**src/rtl/rstc_pkg.sv**
```systemverilog
package rstc_pkg;

    localparam int FLG_BOR = 0;
    localparam int FLG_POR = 1;
    localparam int FLG_CM  = 5;

    typedef struct packed {
        logic cm_n;
        logic por_n;
        logic bor_n;
    } cause_flags_t;

    function automatic logic [7:0] pack_flags(input cause_flags_t f);
        logic [7:0] v;
        v          = 8'h00;
        v[FLG_BOR] = f.bor_n;
        v[FLG_POR] = f.por_n;
        v[FLG_CM]  = f.cm_n;
        return v;
    endfunction

endpackage

```
**src/rtl/rstc_pin_filter.sv**
```systemverilog
module rstc_pin_filter #(
    parameter int FILT_CYC = 16
) (
    input  logic clk,
    input  logic rst_n,
    input  logic pin_n,
    output logic active
);
    localparam int CW = $clog2(FILT_CYC + 1);

    typedef struct packed {
        logic [1:0]    sync;
        logic [CW-1:0] cnt;
    } state_t;

    state_t st_d, st_q;

    always_comb begin
        st_d      = st_q;
        st_d.sync = {st_q.sync[0], pin_n};
        if (st_q.sync[1]) begin
            st_d.cnt = '0;
        end else if (st_q.cnt != CW'(FILT_CYC)) begin
            st_d.cnt = st_q.cnt + 1'b1;
        end
    end

    always_ff @(posedge clk or negedge rst_n) begin
        if (!rst_n) begin
            st_q.sync <= 2'b11;
            st_q.cnt  <= '0;
        end else begin
            st_q <= st_d;
        end
    end

    assign active = (st_q.cnt == CW'(FILT_CYC));

    // the request rises only after the synchronized pin was low
    a_r1_low_before_act: assert property (@(posedge clk) disable iff (!rst_n)
        $rose(active) |-> $past(!st_q.sync[1]));
    // a high synchronized pin always drops the request
    a_r1_release: assert property (@(posedge clk) disable iff (!rst_n)
        st_q.sync[1] |=> !active);

endmodule

```
**src/rtl/rstc_brownout.sv**
```systemverilog
module rstc_brownout #(
    parameter int PWRT_CYC = 1024
) (
    input  logic clk,
    input  logic rst_n,
    input  logic supply_ok,
    input  logic bor_en,
    output logic bor_act,
    output logic tmr_run
);
    localparam int TW = $clog2(PWRT_CYC + 1);

    typedef struct packed {
        logic [1:0]    sync;
        logic          run;
        logic [TW-1:0] cnt;
    } state_t;

    state_t st_d, st_q;

    assign bor_act = bor_en && !st_q.sync[1];
    assign tmr_run = st_q.run;

    always_comb begin
        st_d      = st_q;
        st_d.sync = {st_q.sync[0], supply_ok};
        if (bor_act) begin
            st_d.run = 1'b1;
            st_d.cnt = '0;
        end else if (st_q.run) begin
            if (st_q.cnt == TW'(PWRT_CYC - 1)) begin
                st_d.run = 1'b0;
                st_d.cnt = '0;
            end else begin
                st_d.cnt = st_q.cnt + 1'b1;
            end
        end
    end

    always_ff @(posedge clk or negedge rst_n) begin
        if (!rst_n) begin
            st_q.sync <= 2'b11;
            st_q.run  <= 1'b0;
            st_q.cnt  <= '0;
        end else begin
            st_q <= st_d;
        end
    end

    // a brown-out in any cycle reloads the timer from zero
    a_r5_restart: assert property (@(posedge clk) disable iff (!rst_n)
        bor_act |=> (st_q.run && st_q.cnt == '0));
    // with detection disabled no brown-out is reported
    a_r6_disabled: assert property (@(posedge clk) disable iff (!rst_n)
        !bor_en |-> !bor_act);

endmodule

```
**src/rtl/rstc_cfg_check.sv**
```systemverilog
module rstc_cfg_check #(
    parameter int NUM_WORDS = 4,
    parameter int WORD_W    = 16
) (
    input  logic                        clk,
    input  logic                        rst_n,
    input  logic [NUM_WORDS*WORD_W-1:0] cfg_word,
    input  logic [NUM_WORDS*WORD_W-1:0] cfg_shadow,
    output logic                        cm_act
);
    typedef struct packed {
        logic hit;
    } state_t;

    state_t               st_d, st_q;
    logic [NUM_WORDS-1:0] word_bad;

    for (genvar w = 0; w < NUM_WORDS; w++) begin : g_word
        assign word_bad[w] = |(cfg_word[w*WORD_W +: WORD_W] ^
                               ~cfg_shadow[w*WORD_W +: WORD_W]);
    end

    always_comb begin
        st_d     = st_q;
        st_d.hit = |word_bad;
    end

    always_ff @(posedge clk or negedge rst_n) begin
        if (!rst_n) st_q <= '0;
        else        st_q <= st_d;
    end

    assign cm_act = st_q.hit;

    // a registered mismatch follows a compare failure by one cycle
    a_r7_follow: assert property (@(posedge clk) disable iff (!rst_n)
        (cfg_word != ~cfg_shadow) |=> cm_act);

endmodule

```
**src/rtl/rstc_flags.sv**
```systemverilog
module rstc_flags
    import rstc_pkg::*;
(
    input  logic       clk,
    input  logic       por_n,
    input  logic       bor_evt,
    input  logic       cm_evt,
    input  logic       wr,
    input  logic [7:0] wdata,
    output logic [7:0] flags
);
    cause_flags_t st_d, st_q;

    always_comb begin
        st_d = st_q;
        if (wr) begin
            st_d.bor_n = st_q.bor_n | wdata[FLG_BOR];
            st_d.por_n = st_q.por_n | wdata[FLG_POR];
            st_d.cm_n  = st_q.cm_n  | wdata[FLG_CM];
        end
        if (bor_evt) st_d.bor_n = 1'b0;
        if (cm_evt)  st_d.cm_n  = 1'b0;
    end

    always_ff @(posedge clk or negedge por_n) begin
        if (!por_n) begin
            st_q.bor_n <= 1'b0;
            st_q.por_n <= 1'b0;
            st_q.cm_n  <= 1'b1;
        end else begin
            st_q <= st_d;
        end
    end

    assign flags = pack_flags(st_q);

    // the power-on flag stays 0 until software writes it
    a_r3_por_sticky: assert property (@(posedge clk) disable iff (!por_n)
        (!st_q.por_n && !(wr && wdata[FLG_POR])) |=> !st_q.por_n);
    // a brown-out event leaves the flag at 0
    a_r4_bor_clear: assert property (@(posedge clk) disable iff (!por_n)
        bor_evt |=> !flags[FLG_BOR]);
    // a mismatch event leaves the flag at 0
    a_r7_cm_clear: assert property (@(posedge clk) disable iff (!por_n)
        cm_evt |=> !flags[FLG_CM]);
    // a flag rises only through a write with that bit set
    a_r8_set_by_write: assert property (@(posedge clk) disable iff (!por_n)
        $rose(flags[FLG_BOR]) |-> $past(wr && wdata[FLG_BOR]));
    // unused bits read 0
    a_r8_unused_zero: assert property (@(posedge clk) disable iff (!por_n)
        (flags & 8'hDC) == 8'h00);

endmodule

```
**src/rtl/rst_cause_ctrl.sv**
```systemverilog
module rst_cause_ctrl #(
    parameter int FILT_CYC  = 16,
    parameter int PWRT_CYC  = 1024,
    parameter int NUM_WORDS = 4,
    parameter int WORD_W    = 16
) (
    input  logic                        clk,
    input  logic                        por_n,
    input  logic                        ext_rst_n,
    input  logic                        supply_ok,
    input  logic                        bor_en,
    input  logic [NUM_WORDS*WORD_W-1:0] cfg_word,
    input  logic [NUM_WORDS*WORD_W-1:0] cfg_shadow,
    input  logic                        reg_wr,
    input  logic [7:0]                  reg_wdata,
    output logic [7:0]                  flags,
    output logic                        core_rst_n
);
    logic pin_act;
    logic bor_act;
    logic tmr_run;
    logic cm_act;
    logic hold;

    typedef struct packed {
        logic [1:0] stage;
    } rsync_t;

    rsync_t rs_d, rs_q;

    rstc_pin_filter #(.FILT_CYC(FILT_CYC)) i_pin (
        .clk    (clk),
        .rst_n  (por_n),
        .pin_n  (ext_rst_n),
        .active (pin_act)
    );

    rstc_brownout #(.PWRT_CYC(PWRT_CYC)) i_bor (
        .clk       (clk),
        .rst_n     (por_n),
        .supply_ok (supply_ok),
        .bor_en    (bor_en),
        .bor_act   (bor_act),
        .tmr_run   (tmr_run)
    );

    rstc_cfg_check #(.NUM_WORDS(NUM_WORDS), .WORD_W(WORD_W)) i_cfg (
        .clk        (clk),
        .rst_n      (por_n),
        .cfg_word   (cfg_word),
        .cfg_shadow (cfg_shadow),
        .cm_act     (cm_act)
    );

    rstc_flags i_flags (
        .clk     (clk),
        .por_n   (por_n),
        .bor_evt (bor_act),
        .cm_evt  (cm_act),
        .wr      (reg_wr),
        .wdata   (reg_wdata),
        .flags   (flags)
    );

    assign hold = !por_n || pin_act || bor_act || tmr_run || cm_act;

    always_comb begin
        rs_d       = rs_q;
        rs_d.stage = {rs_q.stage[0], 1'b1};
    end

    always_ff @(posedge clk or posedge hold) begin
        if (hold) rs_q <= '0;
        else      rs_q <= rs_d;
    end

    assign core_rst_n = rs_q.stage[1];

    // any active request holds the core in reset
    a_r9_hold_low: assert property (@(posedge clk) disable iff (!por_n)
        (pin_act || bor_act || tmr_run || cm_act) |-> !core_rst_n);
    // release only after two quiet edges
    a_r9_release: assert property (@(posedge clk) disable iff (!por_n)
        $rose(core_rst_n) |-> $past(!hold));
    // a pin reset changes no flag
    a_r2_pin_no_flag: assert property (@(posedge clk) disable iff (!por_n)
        (pin_act && !reg_wr && !bor_act && !cm_act) |=> $stable(flags));

endmodule

```
**config.mk**
```make
export PLATFORM = sky130hd
export DESIGN_NAME = rst_cause_ctrl
export DESIGN_NICKNAME = d
export VERILOG_FILES = /design/src/rtl/rstc_pkg.sv /design/src/rtl/rstc_pin_filter.sv /design/src/rtl/rstc_brownout.sv /design/src/rtl/rstc_cfg_check.sv /design/src/rtl/rstc_flags.sv /design/src/rtl/rst_cause_ctrl.sv
export SDC_FILE = /design/constraint.sdc
export NUM_CORES = 1
export LEC_CHECK = 0
export BUFFER_PORTS_ARGS = -buffer_cell sky130_fd_sc_hd__buf_2
export CAP_MARGIN = 40
export CORE_ASPECT_RATIO = 0.8
export CORE_MARGIN = 4
export CORE_UTILIZATION = 40
export CTS_BUF_LIST = sky130_fd_sc_hd__clkbuf_4 sky130_fd_sc_hd__clkbuf_8 sky130_fd_sc_hd__clkbuf_16
export DETAILED_ROUTE_END_ITERATION = 10
export GPL_ROUTABILITY_DRIVEN = 1
export PLACE_DENSITY_LB_ADDON = 0.25
export RECOVER_POWER = 50
export SLEW_MARGIN = 0
export SYNTH_ARGS = -nofsm -noshare
export SYNTH_HDL_FRONTEND = slang
export SYNTH_SLANG_ARGS = --single-unit
```
**constraint.sdc**
```tcl
create_clock -name clk -period 1.6 [get_ports clk]
set_input_delay 0.32 -clock clk [delete_from_list [all_inputs] [get_ports clk]]
set_output_delay 0.32 -clock clk [all_outputs]
set_load 0.02 [all_outputs]
```
==> summary.txt, run 1 <==
Job
  – Max-Cap Viols: 0

Global routing
  – First-pass GRT wire length: 9200 um
  – Gr ovfl total: 0
  – Vias in the first global route: between 2000 and 2500
  – GRT Util Overall: about a fifth
  – Initial antenna violation count: 1
  – Largest net degree at the start of global routing: 18

Timing
  – Max-slew violation count: 0
  – Final worst path period share: approximately 99%
  – RSZ-0062 raised after global routing: yes
  – Clk_skew: 5.44 ps
  – Setup TNS: 0 ps
  – Hold Vio Cnt, Final: 0
  – Top achievable clock speed: between 0.6 and 0.7 GHz
  – Fin crit period: between 1500 and 2000 ps
  – Setup violations, final: 0

Place
  – Port Buf Inserts: 140
  – Placed inst area: roughly 2700 um2
  – GPL Wtd Cong: 0.841
  – Placed Instances: between 400 and 500
  – DP HPWL: between 5000 and 6000 um

Drt
  – Iteration-0 DRC Markers: between 70 and 80
  – Routed vias: 1919
  – Drt drc: 0
  – Routed length per instance: 13.8 um
  – Antenna viol nets, final: 0
  – Vias/cell: approximately 4.7
  – Total Wirelength: 5650 um
  – Detailed Routing Iterations Pass 1: 4

Worst setup path
  – R2R Setup Slk: 20 ps
  – Critical Path RT: ~1800 ps
  – CP Max Fanout: 8
  – CP arrival: 1750 ps
  – CP Launch Type: register
  – Setup crit end kind: register
  – Reg2reg path depth: 5
  – RR Endpoint: i_bor.st_q[3]$_DFFE_PN0P_
  – Critical path class: reg -> reg
  – Worst R2R Start: i_bor.st_q[1]$_DFFE_PN0P_

Synthesis
  – Yosys cell types: 37
  – Adder-Cell Fraction of Synth Area: between 1.5 and 2%
  – Most common library cells after synthesis: xor2_1, dfrtp_1, nand4_1
  – Post-Synth XOR/XNOR Area: roughly a third
  – Mapped cell area: 1910 um2
  – Area contributors post-synth: xor2_1, dfrtp_1, dfstp_2
  – #FFs+latches synth: 27
  – Mapped Cells: just under 200
  – Post-synth EDFFs: 0
  – Simple-Gate Fraction of Synth Area: around 18%
  – Mux contribution to synthesized area: 1.05%
  – Ys Warns: 0
  – Top-count cell post-synth: xor2_1
  – Largest family of logic cells by synthesized area: XOR/XNOR gates
  – Cell taking the most area after synthesis: xor2_1
  – Synth Area in Compound Gates: a little over 7%
  – Syn avg cell area: between 9 and 10 um2
  – Yosys top cell area share: between 30% and 40%
  – Post-synth top flop: dfrtp_1
  – Sequential area share after synthesis: between 30% and 40%
  – Ys async rst share: between 90% and 100%

Final layout
  – Layout cells sized above 1: between 40% and 50%
  – Syn-to-layout area delta: 46.5%
  – Non-filler cells, final: between 400 and 500
  – Fillers: slightly above 400
  – Final #Nets: 495
  – Finished Cell Area: around 2800 um2
  – Ant. Diodes: 0

Min path
  – Worst hold path depth: 1
  – Min-Delay Path Class: in -> reg
  – Hold_sp: ext_rst_n
  – Hold endpoint: i_pin.st_d[6]$_DFF_PN1_

Power and ir drop
  – Pwr Density: 598 nW/um2
  – Pleak: between 1 and 1.5 nW
  – Worst VDD drop: between 0.0004 and 0.0005 V
  – Power Total: 1.68 mW

Floorplan
  – Die X: roughly 85 um
  – Die Y: 69.9 um
  – IO Count: about 150
  – Starting Density: roughly two fifths
  – FP Rows: 22
  – Core footprint: around 4600 um2
  – Die area: 5960 um2

CTS
  – Post-CTS setup buffer count: 0
  – Worst skew pair latency: about 280 ps
  – Maximum clock path buffer count: 2
  – TritonCTS clock tree: done
  – Cts bufs inserted: 3
  – Clock transition at the registers of the reported paths: approximately 100 ps
  – CTS sink count: 27
  – H-tree Lvls: 1
  – Root buf cell: clkbuf_8

Status
  – Status: finished, final reports clean
==> stage by stage <==
stage          hold WS (ps)  util, %  setup slack (ps)
3_5_place_dp            179     59.5              29.6
6_report                130     61.0              20.9
4_1_cts                 123     60.8              9.47
2_1_floorplan          24.4        -              32.0
3_3_place_gp            179     59.5              44.1
5_1_grt                 107     61.0             -58.6
==> worst max-delay path by stage <==
| stage | start | depth (start not counted) | slack (ps) | endpoint |
|---|---|---|---|---|
| 5_1_grt | i_bor.st_q[1]$_DFFE_PN0P_ | 5 | -60 | i_bor.st_q[3]$_DFFE_PN0P_ |
| 2_1_floorplan | i_bor.st_q[0]$_DFFE_PN0P_ | 5 | 30 | i_bor.st_q[3]$_DFFE_PN0P_ |
| 4_1_cts | i_bor.st_q[1]$_DFFE_PN0P_ | 5 | 9 | i_bor.st_q[3]$_DFFE_PN0P_ |
| 6_report | i_bor.st_q[1]$_DFFE_PN0P_ | 5 | 20 | i_bor.st_q[3]$_DFFE_PN0P_ |
| 3_5_place_dp | i_bor.st_q[1]$_DFFE_PN0P_ | 5 | 30 | i_bor.st_q[3]$_DFFE_PN0P_ |
| 3_3_place_gp | i_bor.st_q[1]$_DFFE_PN0P_ | 5 | 40 | i_bor.st_q[3]$_DFFE_PN0P_ |
==> where the power goes <==
| group | internal (mW) | total (mW) | switching, mW |
|---|---|---|---|
| Sequential | 0.737 | 0.777 | 0.0402 |
| Combinational | 0.270 | 0.495 | 0.224 |
| Clock | 0.183 | 0.405 | 0.223 |
==> cell usage in the layout, fill, tap and decap left out, types with 2 or more instances in the layout <==
master    instances
and2_1            2
a21o_1            2
nor3_1            2
ha_1              2
nor2_1           10
xnor2_1           2
conb_1            6
a21oi_1           2
xor2_1           69
o21ai_1           3
clkbuf_8          3
dfstp_2           5
mux2i_1           2
nor4_1            5
buf_2           139
dfrtp_1          22
a31oi_1           3
nand4_1          21
buf_4            10
nand2_1           8
nand3_1           5
inv_1             4
==> repair_timing <==
item | 4_1_cts | 5_1_grt
hold buffers | 1 | 0
gates resized for setup | 0 | 3
setup endpoints to repair | 0 | 3
hold endpoints to repair | 5 | 0
==> kinds of logic (layout without fill, tap and decap cells) <==
group                      after synthesis  count (layout)
adders and majority gates                3               3
buffers and inverters                   12             160
and+or+nand+nor                         62              62
other                                    2               6
xor gates and xnor gates                71              71
AOI/OAI and AO/OA                       18              18
DFF                                     27              27
muxes                                    2               2
==> area by class of cell <==
class / instances / area, um2 / area share [%]
clock buffers: 3 / 41.3 / 1.47
clock inverters: 1 / 8.76 / 0.312
inverters: 4 / 15.0 / 0.536
multi-input cells: 162 / 1190 / 42.5
flip-flops and latches: 27 / 682 / 24.3
well taps: 60 / 75.1 / 2.68
repair buffers: 152 / 790 / 28.2
==> layer usage <==
metal	vias to the layer above	global-route usage [%]	routed length [um]
met1	857	24.7	2360
met4	2	4.75	53
li1	985	-	-
met3	6	5.31	457
met5	-	0	13
met2	69	31.5	2770
==> sequential cells by signal, indices dropped and copies added, names as in the netlist <==
register / flops
i_pin.st_q: 6
i_bor.st_q: 12
i_flags.flags: 3
i_cfg.cm_act: 1
i_bor.st_d: 1
rs_q: 2
i_bor.tmr_run: 1
i_pin.st_d: 1
==> critical path: stages (launching register included) <==
cell	delay (ps)
dfrtp_1	370
ha_2	190
nand2_2	60
o41a_4	480
a31o_1	220
a21o_1	160
Note: power is estimated with default switching activity, not from simulation.
==> run 2: changes to the inputs <==
--- a/config.mk
+++ b/config.mk
@@ -5,7 +5,7 @@
 export SDC_FILE = /design/constraint.sdc
 export NUM_CORES = 1
 export LEC_CHECK = 0
-export BUFFER_PORTS_ARGS = -buffer_cell sky130_fd_sc_hd__buf_2
+export BUFFER_PORTS_ARGS = -buffer_cell sky130_fd_sc_hd__buf_4
 export CAP_MARGIN = 40
 export CORE_ASPECT_RATIO = 0.8
 export CORE_MARGIN = 4
==> summary.txt, run 2 (synthesis gave the netlist of run 1 again) <==
Final layout
  – Max FFs per register: 12 (unchanged)
  – Most frequent cells in the layout: buf_4, xor2_1, dfrtp_1, nand4_1, nor2_1 (was buf_2, xor2_1, dfrtp_1, nand4_1)
  – Reg with most FFs: i_bor.st_q (unchanged)
  – Final #Nets: 495 (unchanged)
  – Most common cell after layout, fill and taps aside: buf_4 (was buf_2)
  – Ant. Diodes: 0 (unchanged)
  – Non-filler cells, final: 409 (unchanged)
  – Syn-to-layout area delta: 65.0% (was 46.5%)
  – Layout Utilization: 68.7% (was 61.0%)
  – Finished Cell Area: 3160 um2 (was 2800 um2)
  – Layout cells sized above 1: 47.9% (was 47.0%)

Drt
  – Vias/cell: 4.85 (was 4.69)
  – Routed length per instance: 15.4 um (was 13.8 um)
  – Drt drc: 0 (unchanged)
  – Routed vias: 1983 (was 1919)
  – Detailed Routing Iterations Pass 1: 4 (unchanged)
  – Antenna viol nets, final: 0 (unchanged)
  – Total Wirelength: 6300 um (was 5650 um)
  – Iteration-0 DRC Markers: 75 (was 71)

Worst setup path
  – Critical path class: reg -> reg (unchanged)
  – Setup crit end kind: register (unchanged)
  – CP Max Fanout: 8 (unchanged)
  – CP Launch Type: register (unchanged)
  – CP arrival: 1820 ps (was 1750 ps)
  – Critical Path RT: 1770 ps (about the same)

Timing
  – RSZ-0062 raised after global routing: yes (unchanged)
  – Setup violations, final: 1 (was 0)
  – Rel. slew slack: around 14%
  – Clk_skew: 1.64 ps (was 5.44 ps)
  – Worst Hold Slack: 101 ps (was 130 ps)
  – Fin worst setup slack: -48.9 ps (was 20.9 ps)
  – Final worst path period share: 103% (was 98.7%)
  – Hold Vio Cnt, Final: 0 (unchanged)
  – Slew @ Worst Pin: 1300 ps
  – Top achievable clock speed: 0.606 GHz (was 0.633 GHz)
  – Fin crit period: 1650 ps (was 1580 ps)
  – Max-slew violation count: 0 (unchanged)

CTS
  – CTS sink count: 27 (unchanged)
  – TritonCTS clock tree: done (unchanged)
  – Maximum clock path buffer count: 2 (unchanged)
  – Clock transition at the registers of the reported paths: 90 ps (was 100 ps)
  – Root buf cell: clkbuf_8 (unchanged)
  – H-tree Lvls: 1 (unchanged)
  – Cts bufs inserted: 3 (unchanged)
  – Worst skew pair latency: 270 ps (was 280 ps)

Place
  – Port Buf Inserts: 140 (unchanged)
  – Placed inst area: 3070 um2 (was 2740 um2)
  – GPL Wtd Cong: 0.791 (was 0.841)
  – Placed Instances: 402 (was 404)
  – DP HPWL: 5590 um (was 5040 um)

Floorplan
  – IO Count: 151 (unchanged)
  – FP Rows: 22 (unchanged)
  – Starting Density: 41.6% (unchanged)
  – Die X: 85.3 um (unchanged)
  – Core footprint: 4600 um2 (unchanged)
  – Die area: 5960 um2 (unchanged)
  – Die Y: 69.9 um (unchanged)

Global routing
  – First-pass GRT wire length: 10100 um (was 9200 um)
  – Gr ovfl total: 0 (unchanged)
  – GRT Util Overall: 21.1% (was 19.1%)
  – Largest net degree at the start of global routing: 26 (was 18)
  – Vias in the first global route: 2104 (was 2049)
  – Initial antenna violation count: 0 (was 1)

Status
  – Violated checks: negative setup slack
  – Status: finished, violations left (was finished, final reports clean)

Min path
  – Min-Delay Path Class: in -> async (was in -> reg)

Power and ir drop
  – Power Total: 1.81 mW (was 1.68 mW)
  – Pleak: 1.57 nW (was 1.44 nW)
  – Worst VDD drop: 0.000326 V (was 0.000487 V)
  – Pwr Density: 575 nW/um2 (was 598 nW/um2)

Job
  – Max-Cap Viols: 0 (unchanged)
-- run 2: changes by cell type in the layout (fill, tap and decap cells not counted), sizes merged --
cell / change
buf: -1
inv: -1
dlygate4sd3: -1
clkbuf: +3
-- run 2: worst paths after layout --
check,start,depth (start not counted),slack [ps],endpoint
hold reg to reg,rs_q[0]$_DFF_PP0_,0,350,rs_q[1]$_DFF_PP0_
setup reg to reg,i_bor.st_q[1]$_DFFE_PN0P_,5,-50,i_bor.st_q[3]$_DFFE_PN0P_
max in group asynchronous,i_bor.st_q[13]$_DFF_PN1_,4,320,rs_q[1]$_DFF_PP0_
min in group clk,ext_rst_n,1,150,i_pin.st_d[6]$_DFF_PN1_
hold / removal,por_n,2,100,rs_q[0]$_DFF_PP0_
setup / recovery,i_bor.st_q[1]$_DFFE_PN0P_,5,-50,i_bor.st_q[3]$_DFFE_PN0P_
-- run 2: metal layers --
| layer | track usage, % | wire, um | part of all wire [%] | up-vias |
|---|---|---|---|---|
| met1 | 24.9 | 2380 | 38 | 920 |
| li1 | - | - | - | 984 |
| met5 | 0 | 0 | 0 | - |
| met2 | 36.9 | 3260 | 52 | 71 |
| met4 | 3.69 | 52 | 0.83 | 0 |
| met3 | 7.90 | 603 | 9.6 | 8 |
-- run 2: final cells by class --
type | instances | area, um2
Tap cell | 60 | 75.1
Inverter | 4 | 15.0
Timing Repair Buffer | 152 | 1130
Clock buffer | 4 | 48.8
Fill cell | 367 | 1440
Multi-Input combinational cell | 162 | 1200
Sequential cell | 27 | 682
-- run 2: where the power goes --
part	internal (mW)	switching, mW	total, mW
clock network	0.195	0.204	0.399
registers	0.737	0.0442	0.781
logic	0.391	0.243	0.634
total	1.32	0.492	1.81
-- run 2: worst max-delay path, stage by stage (launching register included) --
cell and delay, ps:
dfrtp_1 380, ha_2 210, nand2_2 70, o41a_4 520, a31o_1 230, a21o_1 140
-- run 2: timing repair --
action	in CTS	in global routing
gates resized for setup	1	5
endpoints found under the setup margin	1	6
pin swaps	0	4
setup buffers	1	2
hold buffers	0	0
-- run 2: stage by stage --
stage	TNS, ps	setup WS [ps]
after floorplan	0	32.0
after global placement	0	47.9
after detailed placement	0	0.132
after CTS	0	4.15
after global routing	-421	-143
final	-48.9	-48.9
